$ cat config.mk
export PLATFORM = sky130hd
export DESIGN_NAME = sio_port
export DESIGN_NICKNAME = d
export VERILOG_FILES = /design/src/rtl/sio_pkg.sv /design/src/rtl/sio_sync.sv /design/src/rtl/sio_frame.sv /design/src/rtl/sio_tx.sv /design/src/rtl/sio_port.sv
export SDC_FILE = /design/constraint.sdc
export NUM_CORES = 1
export LEC_CHECK = 0
export BUFFER_PORTS_ARGS = -buffer_cell sky130_fd_sc_hd__clkbuf_2
export CORE_MARGIN = 5
export CORE_UTILIZATION = 60
export CTS_CLUSTER_SIZE = 25
export DETAILED_ROUTE_END_ITERATION = 12
export GPL_TIMING_DRIVEN = 1
export PLACE_DENSITY = 0.84
export SLEW_MARGIN = 20
export SYNTH_ARGS = -nofsm -noshare
export SYNTH_HDL_FRONTEND = slang
export SYNTH_SLANG_ARGS = --single-unit
$ cat constraint.sdc
create_clock -name clk_i -period 3.9 [get_ports clk_i]
set_clock_uncertainty 0.2 [all_clocks]
set_input_delay 0.975 -clock clk_i [delete_from_list [all_inputs] [get_ports clk_i]]
set_output_delay 0.975 -clock clk_i [all_outputs]
set_load 0.05 [all_outputs]
$ cat src/rtl/sio_pkg.sv
package sio_pkg;
  typedef enum logic [1:0] {
    PH_ADDR  = 2'd0,
    PH_WDATA = 2'd1,
    PH_RDATA = 2'd2,
    PH_BURST = 2'd3
  } phase_e;
endpackage

$ cat src/rtl/sio_sync.sv
module sio_sync #(
  parameter int STAGES = 2
) (
  input  logic clk_i,
  input  logic rst_ni,
  input  logic sclk_i,
  input  logic sel_n_i,
  input  logic sdio_i,
  output logic rise_o,
  output logic fall_o,
  output logic active_o,
  output logic sdio_o
);
  // bundle order {sclk, sel_n, sdio}; idle levels avoid false edges out of reset
  localparam logic [2:0] IDLE_V = 3'b110;

  logic [STAGES-1:0][2:0] stg;
  logic                   sclk_q;
  logic [2:0]             last_w;

  assign last_w = stg[STAGES-1];

  always_ff @(posedge clk_i or negedge rst_ni) begin
    if (!rst_ni) begin
      stg    <= {STAGES{IDLE_V}};
      sclk_q <= 1'b1;
    end else begin
      stg    <= {stg[STAGES-2:0], {sclk_i, sel_n_i, sdio_i}};
      sclk_q <= last_w[2];
    end
  end

  assign rise_o   = last_w[2] & ~sclk_q;
  assign fall_o   = ~last_w[2] & sclk_q;
  assign active_o = ~last_w[1];
  assign sdio_o   = last_w[0];
endmodule

$ cat src/rtl/sio_frame.sv
module sio_frame
  import sio_pkg::*;
#(
  parameter int          DATA_W      = 8,
  parameter int          BURST_LEN   = 7,
  parameter logic [6:0]  BURST_CMD   = 7'h63,
  parameter logic [6:0]  BURST_FIRST = 7'h03,
  localparam int         ADDR_W      = DATA_W - 1,
  localparam int         CNT_W       = $clog2(DATA_W),
  localparam int         IDX_W       = (BURST_LEN > 1) ? $clog2(BURST_LEN) : 1
) (
  input  logic              clk_i,
  input  logic              rst_ni,
  input  logic              active_i,
  input  logic              rise_i,
  input  logic              sdio_i,
  output phase_e            phase_o,
  output logic              rd_o,
  output logic              wr_o,
  output logic [ADDR_W-1:0] addr_o,
  output logic [DATA_W-1:0] wdata_o
);
  phase_e            ph;
  logic [CNT_W-1:0]  bcnt;
  logic [DATA_W-1:0] shin;
  logic [ADDR_W-1:0] waddr;
  logic [IDX_W-1:0]  bidx;
  logic [IDX_W-1:0]  nidx;
  logic [DATA_W-1:0] byte_w;
  logic              last_bit;
  logic              is_wr;
  logic              is_burst;

  assign byte_w   = {shin[DATA_W-2:0], sdio_i};
  assign last_bit = active_i && rise_i && (bcnt == CNT_W'(DATA_W-1));
  assign is_wr    = byte_w[DATA_W-1];
  assign is_burst = !is_wr && (byte_w[ADDR_W-1:0] == ADDR_W'(BURST_CMD));
  // burst index saturates on the last register of the run
  assign nidx     = (bidx == IDX_W'(BURST_LEN-1)) ? bidx : bidx + 1'b1;

  always_comb begin
    rd_o   = 1'b0;
    wr_o   = 1'b0;
    addr_o = waddr;
    if (last_bit) begin
      unique case (ph)
        PH_ADDR: if (!is_wr) begin
          rd_o   = 1'b1;
          addr_o = is_burst ? ADDR_W'(BURST_FIRST) : byte_w[ADDR_W-1:0];
        end
        PH_WDATA: wr_o = 1'b1;
        PH_BURST: begin
          rd_o   = 1'b1;
          addr_o = ADDR_W'(BURST_FIRST) + ADDR_W'(nidx);
        end
        default: ;
      endcase
    end
  end

  assign wdata_o = byte_w;
  assign phase_o = ph;

  always_ff @(posedge clk_i or negedge rst_ni) begin
    if (!rst_ni) begin
      ph    <= PH_ADDR;
      bcnt  <= '0;
      shin  <= '0;
      waddr <= '0;
      bidx  <= '0;
    end else if (!active_i) begin
      ph   <= PH_ADDR;
      bcnt <= '0;
      bidx <= '0;
    end else if (rise_i) begin
      shin <= byte_w;
      bcnt <= last_bit ? '0 : bcnt + 1'b1;
      if (last_bit) begin
        unique case (ph)
          PH_ADDR: begin
            if (is_wr) begin
              ph    <= PH_WDATA;
              waddr <= byte_w[ADDR_W-1:0];
            end else if (is_burst) begin
              ph   <= PH_BURST;
              bidx <= '0;
            end else begin
              ph <= PH_RDATA;
            end
          end
          PH_WDATA, PH_RDATA: ph <= PH_ADDR;
          PH_BURST: bidx <= nidx;
          default: ph <= PH_ADDR;
        endcase
      end
    end
  end
endmodule

$ cat src/rtl/sio_tx.sv
module sio_tx #(
  parameter int DATA_W = 8
) (
  input  logic              clk_i,
  input  logic              rst_ni,
  input  logic              active_i,
  input  logic              fall_i,
  input  logic              drive_i,
  input  logic              load_i,
  input  logic [DATA_W-1:0] ldata_i,
  output logic              dout_o,
  output logic              oe_o
);
  logic [DATA_W-1:0] sh;

  always_ff @(posedge clk_i or negedge rst_ni) begin
    if (!rst_ni) begin
      sh     <= '0;
      dout_o <= 1'b0;
      oe_o   <= 1'b0;
    end else if (!active_i) begin
      sh     <= '0;
      dout_o <= 1'b0;
      oe_o   <= 1'b0;
    end else if (load_i) begin
      sh <= ldata_i;
    end else if (fall_i) begin
      if (drive_i) begin
        oe_o   <= 1'b1;
        dout_o <= sh[DATA_W-1];
        sh     <= {sh[DATA_W-2:0], 1'b0};
      end else begin
        oe_o <= 1'b0;
      end
    end
  end
endmodule

$ cat src/rtl/sio_port.sv
module sio_port
  import sio_pkg::*;
#(
  parameter int         SYNC_STAGES = 2,
  parameter int         DATA_W      = 8,
  parameter int         BURST_LEN   = 7,
  parameter logic [6:0] BURST_CMD   = 7'h63,
  parameter logic [6:0] BURST_FIRST = 7'h03,
  localparam int        ADDR_W      = DATA_W - 1
) (
  input  logic              clk_i,
  input  logic              rst_ni,
  input  logic              sclk_i,
  input  logic              sel_n_i,
  input  logic              sdio_i,
  output logic              sdio_o,
  output logic              sdio_oe_o,
  output logic              reg_rd_o,
  output logic              reg_wr_o,
  output logic [ADDR_W-1:0] reg_addr_o,
  output logic [DATA_W-1:0] reg_wdata_o,
  input  logic [DATA_W-1:0] reg_rdata_i
);
  logic   sclk_rise;
  logic   sclk_fall;
  logic   active;
  logic   sdio_s;
  logic   oe_q;
  logic   drive;
  phase_e phase;

  sio_sync #(.STAGES(SYNC_STAGES)) u_sync (
    .clk_i    (clk_i),
    .rst_ni   (rst_ni),
    .sclk_i   (sclk_i),
    .sel_n_i  (sel_n_i),
    .sdio_i   (sdio_i),
    .rise_o   (sclk_rise),
    .fall_o   (sclk_fall),
    .active_o (active),
    .sdio_o   (sdio_s)
  );

  sio_frame #(
    .DATA_W      (DATA_W),
    .BURST_LEN   (BURST_LEN),
    .BURST_CMD   (BURST_CMD),
    .BURST_FIRST (BURST_FIRST)
  ) u_frame (
    .clk_i    (clk_i),
    .rst_ni   (rst_ni),
    .active_i (active),
    .rise_i   (sclk_rise),
    .sdio_i   (sdio_s),
    .phase_o  (phase),
    .rd_o     (reg_rd_o),
    .wr_o     (reg_wr_o),
    .addr_o   (reg_addr_o),
    .wdata_o  (reg_wdata_o)
  );

  assign drive = (phase == PH_RDATA) || (phase == PH_BURST);

  sio_tx #(.DATA_W(DATA_W)) u_tx (
    .clk_i    (clk_i),
    .rst_ni   (rst_ni),
    .active_i (active),
    .fall_i   (sclk_fall),
    .drive_i  (drive),
    .load_i   (reg_rd_o),
    .ldata_i  (reg_rdata_i),
    .dout_o   (sdio_o),
    .oe_o     (oe_q)
  );

  // release the line straight from the raw select, ahead of the synchroniser
  assign sdio_oe_o = oe_q & ~sel_n_i;
endmodule

* Yosys cells after proc, flatten, opt, wreduce, memory -nomap -nowiden *
Cells that the tools add are included.

storage, ports and cells
  bits in registers = 39
  output and inout port bits = 19

cells by class
  add/sub/neg operators = 3
  eq/ne operators = 9
  mux-type cells = 37
  bitwise operators = 7
  reduce and logical (&&, ||, !) cells = 22

operator list
  cell                 number
  $mux 8               4
  $mux 3               9
  $mux 7               3
  $pmux 7 s2           1
  $mux 1               13
  $reduce_bool 3->1    4
  $reduce_and 5->1     2
  $mux 2               4
  $reduce_bool 2->1    4
  $eq 7x7->1 const B   1
  $add 3x1->3 const B  2
  $eq 3x3->1 const B   2
  $pmux 3 s2           1
  $reduce_and 2->1     3
  $reduce_and 3->1     2
  $add 2x3->4 const A  1
  $eq 2x2->1 const B   2
  $not 1->1            4
  $pmux 2 s2           1
  $and 1x1->1          3
  $logic_and 1x1->1    3
  $ne 3x2->1 const B   1
  $ne 3x3->1 const B   1
  $eq 2x1->1 const B   1
  other kinds (6)      6

* Logic depth before layout (Yosys ltp) *
  depth in word-level cells = 8
  gate-level depth with buffers = 7

* By module *
A second synthesis with hierarchy kept.

second synthesis, totals
  cell total of the unflattened synthesis = 199
  area, all modules = 2115.8 sq um

modules (own cells, without submodules)
  module     times used  cells an instance  area each (sq um)
  sio_frame  1           143                1362.6
  sio_tx     1           44                 535.5
  sio_sync   1           10                 200.2
  sio_port   1           2                  17.5

* Worst setup path after synthesis *
OpenSTA, ideal clock, no wires.

  path type = register to output
  from = register u_sync.stg (netlist bit u_sync.last_w[2])
  to = output port reg_addr_o[1]
  data arrival time = 2.410 ns
  data required time = 2.725 ns
  slack = 0.315 ns
  stages on the path, launching flop included = 6
  cells stage by stage = dfstp_2 > or3b_1 > buf_4 > nor2_4 > nand2_1 > o21ai_0

between the ends
  longest elaborated chain between the ends = 4

RTL lines
  element                         line             RTL
  from (decl)                     sio_sync.sv:17   logic [STAGES-1:0][2:0] stg;
  from (signal assigned)          sio_sync.sv:25   stg <= {STAGES{IDLE_V}};
  from (signal assigned)          sio_sync.sv:28   stg <= {stg[STAGES-2:0], {sclk_i, sel_n_i, sdio_i}};
  $and 1x1->1                     sio_sync.sv:33   assign rise_o = last_w[2] & ~sclk_q;
  $logic_and 1x1->1 (2 in a row)  sio_frame.sv:35  assign last_bit = active_i && rise_i && (bcnt == CNT_W'(DATA_W-1));
  $mux 7                          sio_frame.sv:45  if (last_bit) begin
  to (decl)                       sio_port.sv:20   output logic [ADDR_W-1:0] reg_addr_o,

No other way between the ends.

* Worst setup path after layout *
  from = register u_sync.stg (netlist bit u_sync.last_w[2])
  to = output port reg_addr_o[3]

The elaborated chain is that of the path after synthesis.

==> flow_summary.toml <==
[clock_network]
htreeDepth = 2
path_clk_slew_ns = 0.11
cts_buffer_depth = 2
cts_buffers = 5
cts_root_buffer = "clkbuf_4"
clock-sinks = 39
cts_resized = 0
cts_setup_buffers = 0
worstSkewPairLatency_ns = 0.34
cts_tree = "built"
ctsHoldBuffers = 0

[flow_run]
drv_cap = 0

[worst_setup_path]
cp_cell_sequence = "or3b_1 -> o41ai_1 -> nand2_1 -> o311ai_2 -> clkbuf_2"
cpPeakStageDelay_ns = 0.60
rrSetupSlack_ns = 1.37
cp.depth = 5
path_buf_inv = 1
startpoint_type = "flop"
cp_top_family = "simple AND/OR/NAND/NOR gates"
cp.arrival_ns = 2.40
end_kind = "primary output"
r2r-end = "u_frame.bidx[1]"
cp_max_fo = 10
critPathKind = "reg2out"
critPathLaunch = "u_sync.last_w[2]"
endpoint = "reg_addr_o[3]"
rr_worst_depth = 6
r2r-start = "u_frame.phase_o[1]"
slowest_stage = "dfstp_2"
cp_data_required_time_ns = 2.72

[die]
start_util_pct = 62.1
rows = 21
core_area_um2 = 3360
dieArea_um2 = 4760
die_h_um = 69.0
io_pins = 32
die_w_um = 69.0

[synth]
synth-main-ff-cell = "dfrtp_1"
ys_warn_count = 0
synth_cells = 205
synth_cell_type_count = 41
syn_area_um2 = 2090
synth_seq_cells = 39
ys_seq_area_share_pct = 47.0
synth_edf_count = 0
async_flop_share_pct = 100
syn_nets = 227
synth.avg_cell_area_um2 = 10.2

[cells_and_area]
ff_latch_area_um2 = 982
synthToLayoutAreaGrowth_pct = 12.4
nNetsFinal = 259
drive_above_1_share_pct = 24.8
fin_util_pct = 69.8
multi_input_area_um2 = 1020
fill_cells = 262
n_antenna_cell = 0

[detailed_routing]
routed_via_density = 5.50
totalWireLength_mm = 3.96
wire_per_inst_um = 13.9
vias = 1562
drt-initial-drc-count = 130
drcViolationCount = 0
drt_first_pass_iters = 4
final_antenna_net_count = 0

[global_route]
grt.overflow.total = 0
grt_max_degree = 40
grt_pass1_wl_mm = 6.73
grt_usage_pct = 19.3
grt_pass1_vias = 1440
antenna_found_initial = 0

[timing]
layout_min_cycle_time_ns = 3.57
rsz0062_at_grt = "no"
max_freq_ghz = 0.280
setup_viol = 0
finalCritPeriodShare_pct = 91.5
finalSetupTns_ns = 0
hold_viol = 0
max_slew_margin_pct = 38.8
tightest_slew_ns = 0.919
slew_viol_final = 0

[placement]
dp_hpwl_mm = 2.88
routabilityCongestion = 0.826
portBuffers = 31

[power]
ir_drop_uv = 258
power_density_nw_per_um2 = 350
p_leak_uw = 0.00116

[worst_hold_path]
hold_path_depth = 0
hold_class = "reg2reg"

[run_status]
status = "finished, final reports clean"
==> synthesized netlist by cell type, types with 2 or more instances <==
cell      number  area share, %
a41o_1         2           0.96
nor2_1        16            2.9
nand2b_1       4            1.2
nand3b_1       3            1.1
o32ai_1        2           0.84
nand4b_1       2           0.84
nor2b_1        3           0.90
dfrtp_1       34             41
a22oi_1        4            1.4
dfstp_2        5            6.3
or3_1          3           0.90
xnor2_1        3            1.3
clkbuf_1       4           0.72
o41ai_1        4            1.7
nand2_1       27            4.9
buf_2          3           0.72
nor3b_2        2            1.2
o211ai_1       2           0.72
a211oi_1       7            2.5
buf_4          2           0.72
nor3b_1        4            1.4
ha_1           9            5.4
inv_1         12            2.2
a21oi_1        6            1.4
mux2_2         8            4.3
o21ai_0       11            2.6
a21boi_0       2           0.72
mux2i_1        8            3.8
==> per-layer routing <==
metal,vias to the layer above,share of wire [%],track usage (%)
met5,-,0,0
met4,0,1.6,6.57
met3,5,5.3,5.67
met2,39,45,29.3
met1,721,48,26.3
li1,797,-,-
==> power by group <==
group	switching, uW	internal [uW]
clock network	124	106
logic	97.1	33.6
registers	33.5	426
==> worst min path at each step <==
stage | endpoint | startpoint
floorplan | u_sync.last_w[0] | u_sync.stg[0]
global placement | u_sync.last_w[0] | u_sync.stg[0]
detailed placement | u_sync.last_w[0] | u_sync.stg[0]
CTS | u_sync.last_w[2] | u_sync.stg[2]
global route | u_sync.last_w[1] | u_sync.stg[1]
finish | u_sync.last_w[1] | u_sync.stg[1]
==> flip-flops by register name (all words and copies together), names as in the netlist <==
register	count
u_frame.bcnt	3
u_frame.bidx	3
u_frame.phase_o	2
u_frame.shin	7
u_frame.waddr	7
u_sync.last_w	3
u_sync.sclk_q	1
u_sync.stg	3
u_tx.dout_o	1
u_tx.oe_o	1
u_tx.sh	8
==> layout make-up <==
type                            count  share of cell area [%]
Multi-Input combinational cell    145                    43.3
Sequential cell                    39                    41.8
Timing Repair Buffer               34                    7.57
Clock buffer                        8                    2.93
Tap cell                           46                    2.45
Inverter                           12                    1.92
==> stage by stage <==
step | instances | worst slack [ns] | instance area [um2] | total power [uW] | hold WS (ns)
final | 284 | 0.330 | 2350 | 821 | 0.161
after global routing | 284 | 0.208 | 2350 | 854 | 0.167
after CTS | 284 | 0.331 | 2350 | 829 | 0.163
after detailed placement | 276 | 0.731 | 2280 | 599 | 0.141
after global placement | 276 | 0.769 | 2280 | 596 | 0.133
after floorplan | 205 | 0.315 | 2090 | 554 | 0.131
==> cell families (layout without fill, tap and decap cells) <==
family | count (synthesis) | in the layout | synth area share, %
simple gates | 70 | 70 | 17.6
compound gates | 47 | 47 | 16.3
flops | 39 | 39 | 47.0
buf+inv | 21 | 54 | 4.31
mux | 16 | 16 | 8.15
fa+ha+maj | 9 | 9 | 5.39
xor+xnor | 3 | 3 | 1.26
==> cells in the final DEF, fill, tap and decap left out, types with 4 or more instances in the layout <==
cell type	n
mux2_2	8
nand2b_1	4
a211oi_1	7
a21oi_1	6
inv_1	12
dfrtp_1	34
mux2i_1	8
nand2_1	27
dfstp_2	5
clkbuf_4	5
nor2_1	16
a22oi_1	4
nor3b_1	4
o21ai_0	11
o41ai_1	4
ha_1	9
clkbuf_2	31
Note: power is estimated with default switching activity, not from simulation.
